**src/rtl/rfs_pkg.sv**
```systemverilog
package rfs_pkg;

   // saturating add used by the fault tally
   function automatic int sat_add(input int a, input int b, input int lim);
      return (a + b > lim) ? lim : a + b;
   endfunction

endpackage

```
**src/rtl/rfs_event.sv**
```systemverilog
module rfs_event #(
   parameter int N_RAIL  = 4,
   parameter int MEM_IDX = 0
) (
   input  logic                     clk,
   input  logic                     rst_n,
   input  logic [N_RAIL-1:0]        uv_flag,
   input  logic                     oc_mem,
   input  logic [N_RAIL-1:0]        off_q,
   input  logic [N_RAIL*N_RAIL-1:0] feed_map,
   output logic [N_RAIL-1:0]        evt
);

   logic [N_RAIL-1:0] flag, flag_q, casc;

   for (genvar i = 0; i < N_RAIL; i++) begin : g_rail
      if (i == MEM_IDX) begin : g_mem
         assign flag[i] = uv_flag[i] | oc_mem;
      end else begin : g_plain
         assign flag[i] = uv_flag[i];
      end
      // loss of input: any disabled supplier of this rail, self excluded
      assign casc[i] = |(feed_map[i*N_RAIL +: N_RAIL] & off_q & ~(N_RAIL'(1) << i));
   end

   always_ff @(posedge clk or negedge rst_n) begin
      if (!rst_n) flag_q <= '0;
      else        flag_q <= flag;
   end

   assign evt = ((flag & ~flag_q) | casc) & ~off_q;

endmodule

```
**src/rtl/rfs_tally.sv**
```systemverilog
module rfs_tally #(
   parameter int CNT_W     = 3,
   parameter int CLR_TICKS = 16384,
   parameter int SHUT_COUNT = 4,
   parameter int EW        = 3
) (
   input  logic          clk,
   input  logic          rst_n,
   input  logic          clr,
   input  logic          tick,
   input  logic          restart,
   input  logic [EW-1:0] n_evt,
   output logic          over
);

   localparam int TW = (CLR_TICKS > 2) ? $clog2(CLR_TICKS) : 1;
   localparam int CMAX = (1 << CNT_W) - 1;
   localparam logic [TW-1:0]    TLAST = TW'(CLR_TICKS - 1);
   localparam logic [CNT_W-1:0] THR   = CNT_W'(SHUT_COUNT);

   if (CLR_TICKS < 2) begin : g_bad_ticks
      $error("CLR_TICKS must be at least 2");
   end
   if (SHUT_COUNT < 1 || SHUT_COUNT > CMAX) begin : g_bad_thr
      $error("SHUT_COUNT must fit in CNT_W bits");
   end

   logic [CNT_W-1:0] cnt_q, cnt_n;
   logic [TW-1:0]    tmr_q, tmr_n;

   always_comb begin
      cnt_n = cnt_q;
      tmr_n = tmr_q;
      if (clr) begin
         cnt_n = '0;
         tmr_n = '0;
      end else if (n_evt != '0) begin
         cnt_n = CNT_W'(rfs_pkg::sat_add(int'(cnt_q), int'(n_evt), CMAX));
         tmr_n = '0;
      end else if (tick && cnt_q != '0) begin
         if (tmr_q == TLAST) begin
            cnt_n = '0;
            tmr_n = '0;
         end else begin
            tmr_n = tmr_q + 1'b1;
         end
      end
   end

   always_ff @(posedge clk or negedge rst_n) begin
      if (!rst_n) begin
         cnt_q <= '0;
         tmr_q <= '0;
      end else begin
         cnt_q <= cnt_n;
         tmr_q <= tmr_n;
      end
   end

   assign over = restart && (cnt_n >= THR);

   assert_tmr_wrap_R6: assert property (@(posedge clk) disable iff (!rst_n)
      (!clr && n_evt == '0 && tick && cnt_q != '0 && tmr_q == TLAST) |=> (cnt_q == '0));
   assert_evt_restart_R6: assert property (@(posedge clk) disable iff (!rst_n)
      (!clr && n_evt != '0) |=> (tmr_q == '0 && cnt_q != '0));
   assert_no_tick_hold_R6: assert property (@(posedge clk) disable iff (!rst_n)
      (!clr && n_evt == '0 && !tick) |=> ($stable(cnt_q) && $stable(tmr_q)));
   assert_clear_R8: assert property (@(posedge clk) disable iff (!rst_n)
      clr |=> (cnt_q == '0 && tmr_q == '0));

endmodule

```
**src/rtl/rail_fault_supervisor.sv**
```systemverilog
module rail_fault_supervisor #(
   parameter int N_RAIL     = 4,
   parameter int MEM_IDX    = 0,
   parameter int TERM_IDX   = 1,
   parameter int CNT_W      = 3,
   parameter int CLR_TICKS  = 16384,
   parameter int SHUT_COUNT = 4
) (
   input  logic                     clk,
   input  logic                     rst_n,
   input  logic                     tick,
   input  logic [N_RAIL-1:0]        uv_flag,
   input  logic                     oc_mem,
   input  logic                     ov_mem,
   input  logic                     ov_term,
   input  logic [N_RAIL*N_RAIL-1:0] feed_map,
   input  logic                     s5_n,
   input  logic                     restart_s5,
   output logic [N_RAIL-1:0]        rail_off,
   output logic                     shutdown
);

   localparam int EW = $clog2(N_RAIL + 1);

   if (N_RAIL < 2 || MEM_IDX >= N_RAIL || TERM_IDX >= N_RAIL || MEM_IDX == TERM_IDX)
   begin : g_bad_idx
      $error("rail indices out of range or equal");
   end

   logic [N_RAIL-1:0] off_q, evt;
   logic              shut_q, s5_q, s5_rise, over, ov_any;

   assign s5_rise = s5_n && !s5_q;
   assign ov_any  = ov_mem || ov_term;

   rfs_event #(.N_RAIL(N_RAIL), .MEM_IDX(MEM_IDX)) u_event (
      .clk     (clk),
      .rst_n   (rst_n),
      .uv_flag (uv_flag),
      .oc_mem  (oc_mem),
      .off_q   (off_q),
      .feed_map(feed_map),
      .evt     (evt)
   );

   rfs_tally #(.CNT_W(CNT_W), .CLR_TICKS(CLR_TICKS), .SHUT_COUNT(SHUT_COUNT), .EW(EW)) u_tally (
      .clk    (clk),
      .rst_n  (rst_n),
      .clr    (s5_rise),
      .tick   (tick),
      .restart(restart_s5),
      .n_evt  (EW'($countones(evt))),
      .over   (over)
   );

   always_ff @(posedge clk or negedge rst_n) begin
      if (!rst_n) begin
         off_q  <= '0;
         shut_q <= 1'b0;
         s5_q   <= 1'b1;
      end else begin
         s5_q   <= s5_n;
         off_q  <= s5_rise ? '0 : (off_q | evt);
         if (ov_any || over) shut_q <= 1'b1;
         else if (s5_rise)   shut_q <= 1'b0;
      end
   end

   assign rail_off = off_q | {N_RAIL{shut_q}};
   assign shutdown = shut_q;

   assert_ov_trip_R2: assert property (@(posedge clk) disable iff (!rst_n)
      ov_any |=> (shutdown && (&rail_off)));
   assert_shut_hold_R8: assert property (@(posedge clk) disable iff (!rst_n)
      (shut_q && !s5_rise) |=> shut_q);
   assert_release_R8: assert property (@(posedge clk) disable iff (!rst_n)
      (s5_rise && !ov_any) |=> (!shut_q && off_q == '0));

   for (genvar d = 0; d < N_RAIL; d++) begin : g_chk
      assert_off_sticky_R3: assert property (@(posedge clk) disable iff (!rst_n)
         (off_q[d] && !s5_rise) |=> off_q[d]);
      for (genvar u = 0; u < N_RAIL; u++) begin : g_pair
         assert_cascade_R5: assert property (@(posedge clk) disable iff (!rst_n)
            (off_q[u] && feed_map[d*N_RAIL+u] && !s5_rise) |=> off_q[d]);
      end
   end

endmodule

```
**config.mk**
```make
export PLATFORM = sky130hd
export DESIGN_NAME = rail_fault_supervisor
export DESIGN_NICKNAME = d
export VERILOG_FILES = /design/src/rtl/rfs_pkg.sv /design/src/rtl/rfs_event.sv /design/src/rtl/rfs_tally.sv /design/src/rtl/rail_fault_supervisor.sv
export SDC_FILE = /design/constraint.sdc
export NUM_CORES = 1
export LEC_CHECK = 0
export BUFFER_PORTS_ARGS = -buffer_cell sky130_fd_sc_hd__buf_2
export CAP_MARGIN = 30
export CORE_MARGIN = 3
export CORE_UTILIZATION = 45
export CTS_CLUSTER_DIAMETER = 120
export DETAILED_ROUTE_END_ITERATION = 8
export GPL_TIMING_DRIVEN = 0
export PLACE_DENSITY_LB_ADDON = 0.25
export SLEW_MARGIN = 25
export SYNTH_ARGS = -nofsm -noshare
export SYNTH_HDL_FRONTEND = slang
export SYNTH_SLANG_ARGS = --single-unit
```
**constraint.sdc**
```tcl
create_clock -name clk -period 5.7 [get_ports clk]
set_input_delay 0.855 -clock clk [delete_from_list [all_inputs] [get_ports clk]]
set_output_delay 0.855 -clock clk [all_outputs]
set_load 0.01 [all_outputs]
```
Yosys cells after proc, flatten, opt, wreduce, memory -nomap -nowiden
Cells that the tools add are included.

cells by class
  $lt $le $gt $ge = 2
  add/sub/neg operators = 5
  bitwise operators = 12
  reductions and logical operators = 14
  eq/ne operators = 1
  multiplexer cells = 12

operator list
  cell                   number
  $mux 14                4
  $and 4x4->4            5
  $mux 3                 5
  $add 14x1->14 const B  1
  $eq 14x14->1 const B   1
  $or 4x4->4             3
  $reduce_or 3->1        4
  $reduce_bool 3->1      3
  $not 4->4              2
  $add 1x1->2            2
  $add 3x3->4            1
  $gt 4x3->1 const B     1
  $mux 4                 1
  $add 2x2->3            1
  $and 3x3->3            1
  $ge 3x3->1 const B     1
  $logic_and 1x1->1      3
  $logic_or 1x1->1       2
  $mux 1                 2
  $reduce_bool 2->1      1
  $logic_not 1->1        1
  $or 1x1->1             1

word-level totals
  logic and storage cells = 52
  bits of input ports = 28
  flip-flop bits (word level) = 27
  output and inout bits = 5

Longest topological paths before layout
  word-level depth = 15
  gate-level depth with buffers = 12
  mapped depth without buffers = 12

Hierarchy
A second synthesis with hierarchy kept.

second synthesis, totals
  cell total of the unflattened synthesis = 160
  area total of the unflattened synthesis = 1570.3 um^2

modules (own cells, without submodules)
  module                 instances  sequential area each (um^2)  area each (um^2)  cells an instance
  rfs_tally              1          425.4                        1072.3            110
  rail_fault_supervisor  1          151.4                        297.8             30
  rfs_event              1          100.1                        200.2             20

Worst setup path after synthesis
No wires, ideal clock.

  path kind = in2reg
  from = input port feed_map[1]
  to = register u_tally.tmr_q[3]
  library setup time = 0.128 ns
  arrival = 3.433 ns
  setup slack = 2.139 ns
  buffers on the path = 1
  required time = 5.572 ns
  stages = 11
  cell sequence = a222oi_1 o21a_1 nor2_1 fa_1 ha_1 ha_1 or3_1 nor3_2 buf_4 or3_1 o22ai_1

on the way
  longest elaborated chain between the ends = 9
  elaborated cells between the ends (all ways) = 10
  classes of those cells = add/sub: 2; mux: 2; bitwise: 3; reduce/logical: 3

ends and longest elaborated chain
  item                                   RTL line                     RTL
  start, declared                        rail_fault_supervisor.sv:16  input logic [N_RAIL*N_RAIL-1:0] feed_map,
  $and 4x4->4 (*)                        rfs_event.sv:23              assign casc[i] = |(feed_map[i*N_RAIL +: N_RAIL] & off_q & ~(N_RAIL'(1) << i));
  $reduce_or 3->1 (*)                    rfs_event.sv:23
  $or 4x4->4 (*)                         rfs_event.sv:31              assign evt = ((flag & ~flag_q) | casc) & ~off_q;
  $and 4x4->4 (*)                        rfs_event.sv:31
  $add 1x1->2 (implied by the code) (*)  rail_fault_supervisor.sv:52  .n_evt (EW'($countones(evt))),
  $add 2x2->3 (implied by the code) (*)  rail_fault_supervisor.sv:52
  $reduce_bool 3->1 (*)                  rfs_tally.sv:37              end else if (n_evt != '0) begin
  $mux 14                                rfs_tally.sv:37
  $mux 14                                rfs_tally.sv:34              if (clr) begin
  end signal, assigned                   rfs_tally.sv:56              tmr_q <= tmr_n;
  end, declared                          rfs_tally.sv:29              logic [TW-1:0] tmr_q, tmr_n;

Every way passes the cells marked *; elsewhere a longest branch is shown, timed or not.
A chain may end at the register's enable or synchronous reset.

Worst setup path in the final report
  from = input port feed_map[1]
  to = register u_tally.tmr_q[11]

The elaborated chain is that of the path after synthesis.

==> results.md <==
- Total Routing Usage GR: 0.1787
- Area grow syn2layout: 14.37%
- Final Skew: 0.008454 ns
- Setup crit start kind: input pin
- Critical Path Most Common Cell: ha_1
- Combinational share of power: 0.334
- CP top delay family: adder cells
- FF-to-FF End: u_tally.tmr_q[11]
- Detailed placement HPWL: 2535 µm
- Resize count post-CTS: 0
- Status: completed
- Worst setup path end: u_tally.tmr_q[11]
- CTS clock-pin slew for the worst setup and hold paths: 0.15 ns
- CTS tree: built
- Syn nets: 196
- Post-Route WL: 3342 µm
- Pwr dens: 271.4 nW/µm²
- Setup TNS: 0 ns
- Clock latency on the worst-skew pair: 0.33 ns
- Worst-path fanout max: 10
- Fill cell count: 296
- Critical path launch point: feed_map[1]
- Synth cell types: 44
- Routability cong.: 0.8417
- Die X: 64.53 µm
- Leakage power figure: 0.7501 nW
- Asr flop ratio synth: 1.000
- R2R Setup Slk: 2.21 ns
- Cells after synthesis: 160
- # setup viols final: 0
- Slew headroom: 0.6016
- Clock network power share: 0.175
- Setup CP Type: in2reg
- Number of flops mapped to enable cells by yosys: 0
- Tcrit/Tclk final: 0.6398
- Dpl ws: 1.697 ns
- Synth Cell Area: 1541 µm²
- Main synth FF type: dfrtp_1
- DRT iter0 DRCs: 79
- Top post-synthesis cells by area: dfrtp_1 42%, ha_1 4.9%, a21oi_1 3.9%
- Worst hold path class: in2async
- Die area: 4163 µm²
- Cell Chain, Critical Path: buf_2 -> a222oi_1 -> o21a_1 -> nor2_1 -> fa_1 -> ha_1 -> ha_1 -> or3_1 -> nor3_2 -> buf_4 -> o31ai_1 -> a21oi_1
- Fraction of layout cells with a size suffix above 1: 0.2292
- CP endpoint kind: flip-flop
- Number of buffers and inverters on the critical path: 2
- DR pass1 iterations: 5
- Vias in the first global route: 1,370
- CTS Sinks: 27
- Stages on worst setup path: 12
- Initial antenna violation count: 0
- Worst reg2reg path startpoint: off_q[1]
- Worst EP required: 5.96 ns
- DRC: 0
- Vias: 1,376
- Data arrival, critical path: 3.90 ns
- P_sw: 0.0001791 W
- Pin count of the biggest net entering global routing: 28
- Antenna diode instance count: 0
- H-tree depth: 1
- Reg2reg path depth: 11
- Switching share of power: 0.3742
- Synth area leader: dfrtp_1
- Crit path max-delay cell type: or3_1
- Synth top area share: 0.4221
- Post-CTS setup buffer count: 0
- First-pass GRT wire length: 6078 µm
- DR vias/cell: 5.831
- Avg Inst Size Synth: 9.634 µm²
- Nets: 229
- Input/output buffers: 28
- Max Freq: 274.2 MHz
- Total I/O pin count: 33
- Sequential group share of total power: 0.491
- Cts hold-fix bufs: 0
- Total grt overflow: 0
- Non-Filler Instances: 236
- Clock buffer depth: 2
- Final number of hold-violating endpoints: 0
- Total core area: 3153 µm²
- Minimum clock period: 3.647 ns
- WL per Instance: 14.16 µm
- Max Transition Viols Final: 0
- Die Ht: 64.53 µm
- Initial Util: 0.4889
- Clock root buffer: clkbuf_4
- RSZ-0062 raised after global routing: false
- Number of CTS-inserted buffers: 3
- Peak supply drop: 0.1020 mV
- Internal cell power: 0.0002994 W
- Final ANT Viol Nets: 0
- Worst Tran Pin Value: 0.5975 ns
- CP max stage delay: 0.50 ns
- #FFs+latches synth: 27
- Setup ws final: 2.053 ns
- Cell row count: 20
- Cell total after placement: 232
- Sequential area share after synthesis: 0.4391
- Ys Warns: 0
- Max Cap Viol: 0
-- cell usage after synthesis (2+ instances only) --
cell type	count
o41ai_1	2
inv_1	14
o21ai_1	5
nand3_1	6
or4_1	5
a221oi_1	3
nor2_1	8
o31ai_1	6
fa_1	2
a21oi_1	12
nand4_1	4
and3_1	2
xnor2_1	3
nor3_1	2
or2_2	4
nand2_1	16
dfrtp_1	26
o21ai_0	4
ha_1	6
or3_1	4
o211ai_1	3
-- cells by family (layout without fill, tap and decap cells) --
kind of cell / after synthesis / after routing / share of synthesized area
fa+ha+maj: 8 / 8 / 0.07468
simple gates: 57 / 57 / 0.1972
buf+inv: 17 / 49 / 0.04545
compound gates: 47 / 47 / 0.2208
xor+xnor: 4 / 4 / 0.02273
flops: 27 / 27 / 0.4391
-- per-stage QoR --
step / utilization / hold WS (ns) / cell area, µm² / total power (W)
final: 0.5591 / 0.5097 / 1763 / 0.0004785
after detailed placement: 0.5508 / 0.5354 / 1737 / 0.0003980
after CTS: 0.5591 / 0.5264 / 1763 / 0.0004824
after floorplan: - / 0.4936 / 1541 / 0.0003491
after global placement: 0.5508 / 0.5199 / 1737 / 0.0003916
after global routing: 0.5591 / 0.5557 / 1763 / 0.0005147
-- how the worst min path moves through the flow --
stage / depth (start not counted) / startpoint / endpoint / slack [ns]
after floorplan: 2 / u_tally.tmr_q[1] / u_tally.tmr_q[1] / 0.49
after global placement: 2 / u_tally.tmr_q[1] / u_tally.tmr_q[1] / 0.52
after detailed placement: 1 / u_tally.tmr_q[0] / u_tally.tmr_q[0] / 0.54
after CTS: 1 / rst_n / u_tally.cnt_q[2] / 0.53
after global routing: 1 / rst_n / shutdown / 0.56
final: 1 / rst_n / u_tally.cnt_q[2] / 0.51
-- layer usage --
metal	vias up	GRT usage	wire length (µm)
met4	0	0.04222	27
met3	4	0.03120	201
met1	678	0.2268	1492
li1	656	-	-
met5	-	0	0
met2	38	0.3157	1621
-- cell usage in the layout (no fill, tap or decap), types with 2 or more instances in the layout --
| cell type | count |
|---|---|
| nand3_1 | 6 |
| xnor2_1 | 3 |
| or4_1 | 5 |
| ha_1 | 6 |
| o31ai_1 | 6 |
| o41ai_1 | 2 |
| nand2_1 | 16 |
| and3_1 | 2 |
| fa_1 | 2 |
| o21ai_0 | 4 |
| nand4_1 | 4 |
| dfrtp_1 | 26 |
| nor2_1 | 8 |
| buf_2 | 29 |
| or3_1 | 4 |
| clkbuf_4 | 3 |
| o21ai_1 | 5 |
| a21oi_1 | 12 |
| o211ai_1 | 3 |
| nor3_1 | 2 |
| inv_1 | 14 |
| a221oi_1 | 3 |
| or2_2 | 4 |
-- power groups by stage --
| stage | Combinational, W | Sequential (W) | Clock, W |
|---|---|---|---|
| final | 0.000160 | 0.000235 | 0.0000835 |
| after global routing | 0.000182 | 0.000239 | 0.0000941 |
| after CTS | 0.000161 | 0.000235 | 0.0000871 |
| after global placement | 0.000155 | 0.000237 | 0 |
| after floorplan | 0.000116 | 0.000233 | 0 |
| after detailed placement | 0.000160 | 0.000238 | 0 |
-- cell type report --
class | instances | area [µm²] | area share
plain buffers | 3 | 17.52 | 0.009936
clock buffers | 4 | 26.28 | 0.01490
inverters | 14 | 52.55 | 0.02981
multi-input cells | 116 | 794.5 | 0.4507
flip-flops and latches | 27 | 676.9 | 0.3840
well taps | 44 | 55.05 | 0.03123
repair buffers | 28 | 140.1 | 0.07949
-- flip-flops by register name, indices dropped and copies added (netlist names) --
register,cells
u_event.flag_q,4
u_tally.cnt_q,3
shutdown,1
s5_q,1
u_tally.tmr_q,14
off_q,4
Note: power is estimated with default switching activity, not from simulation.
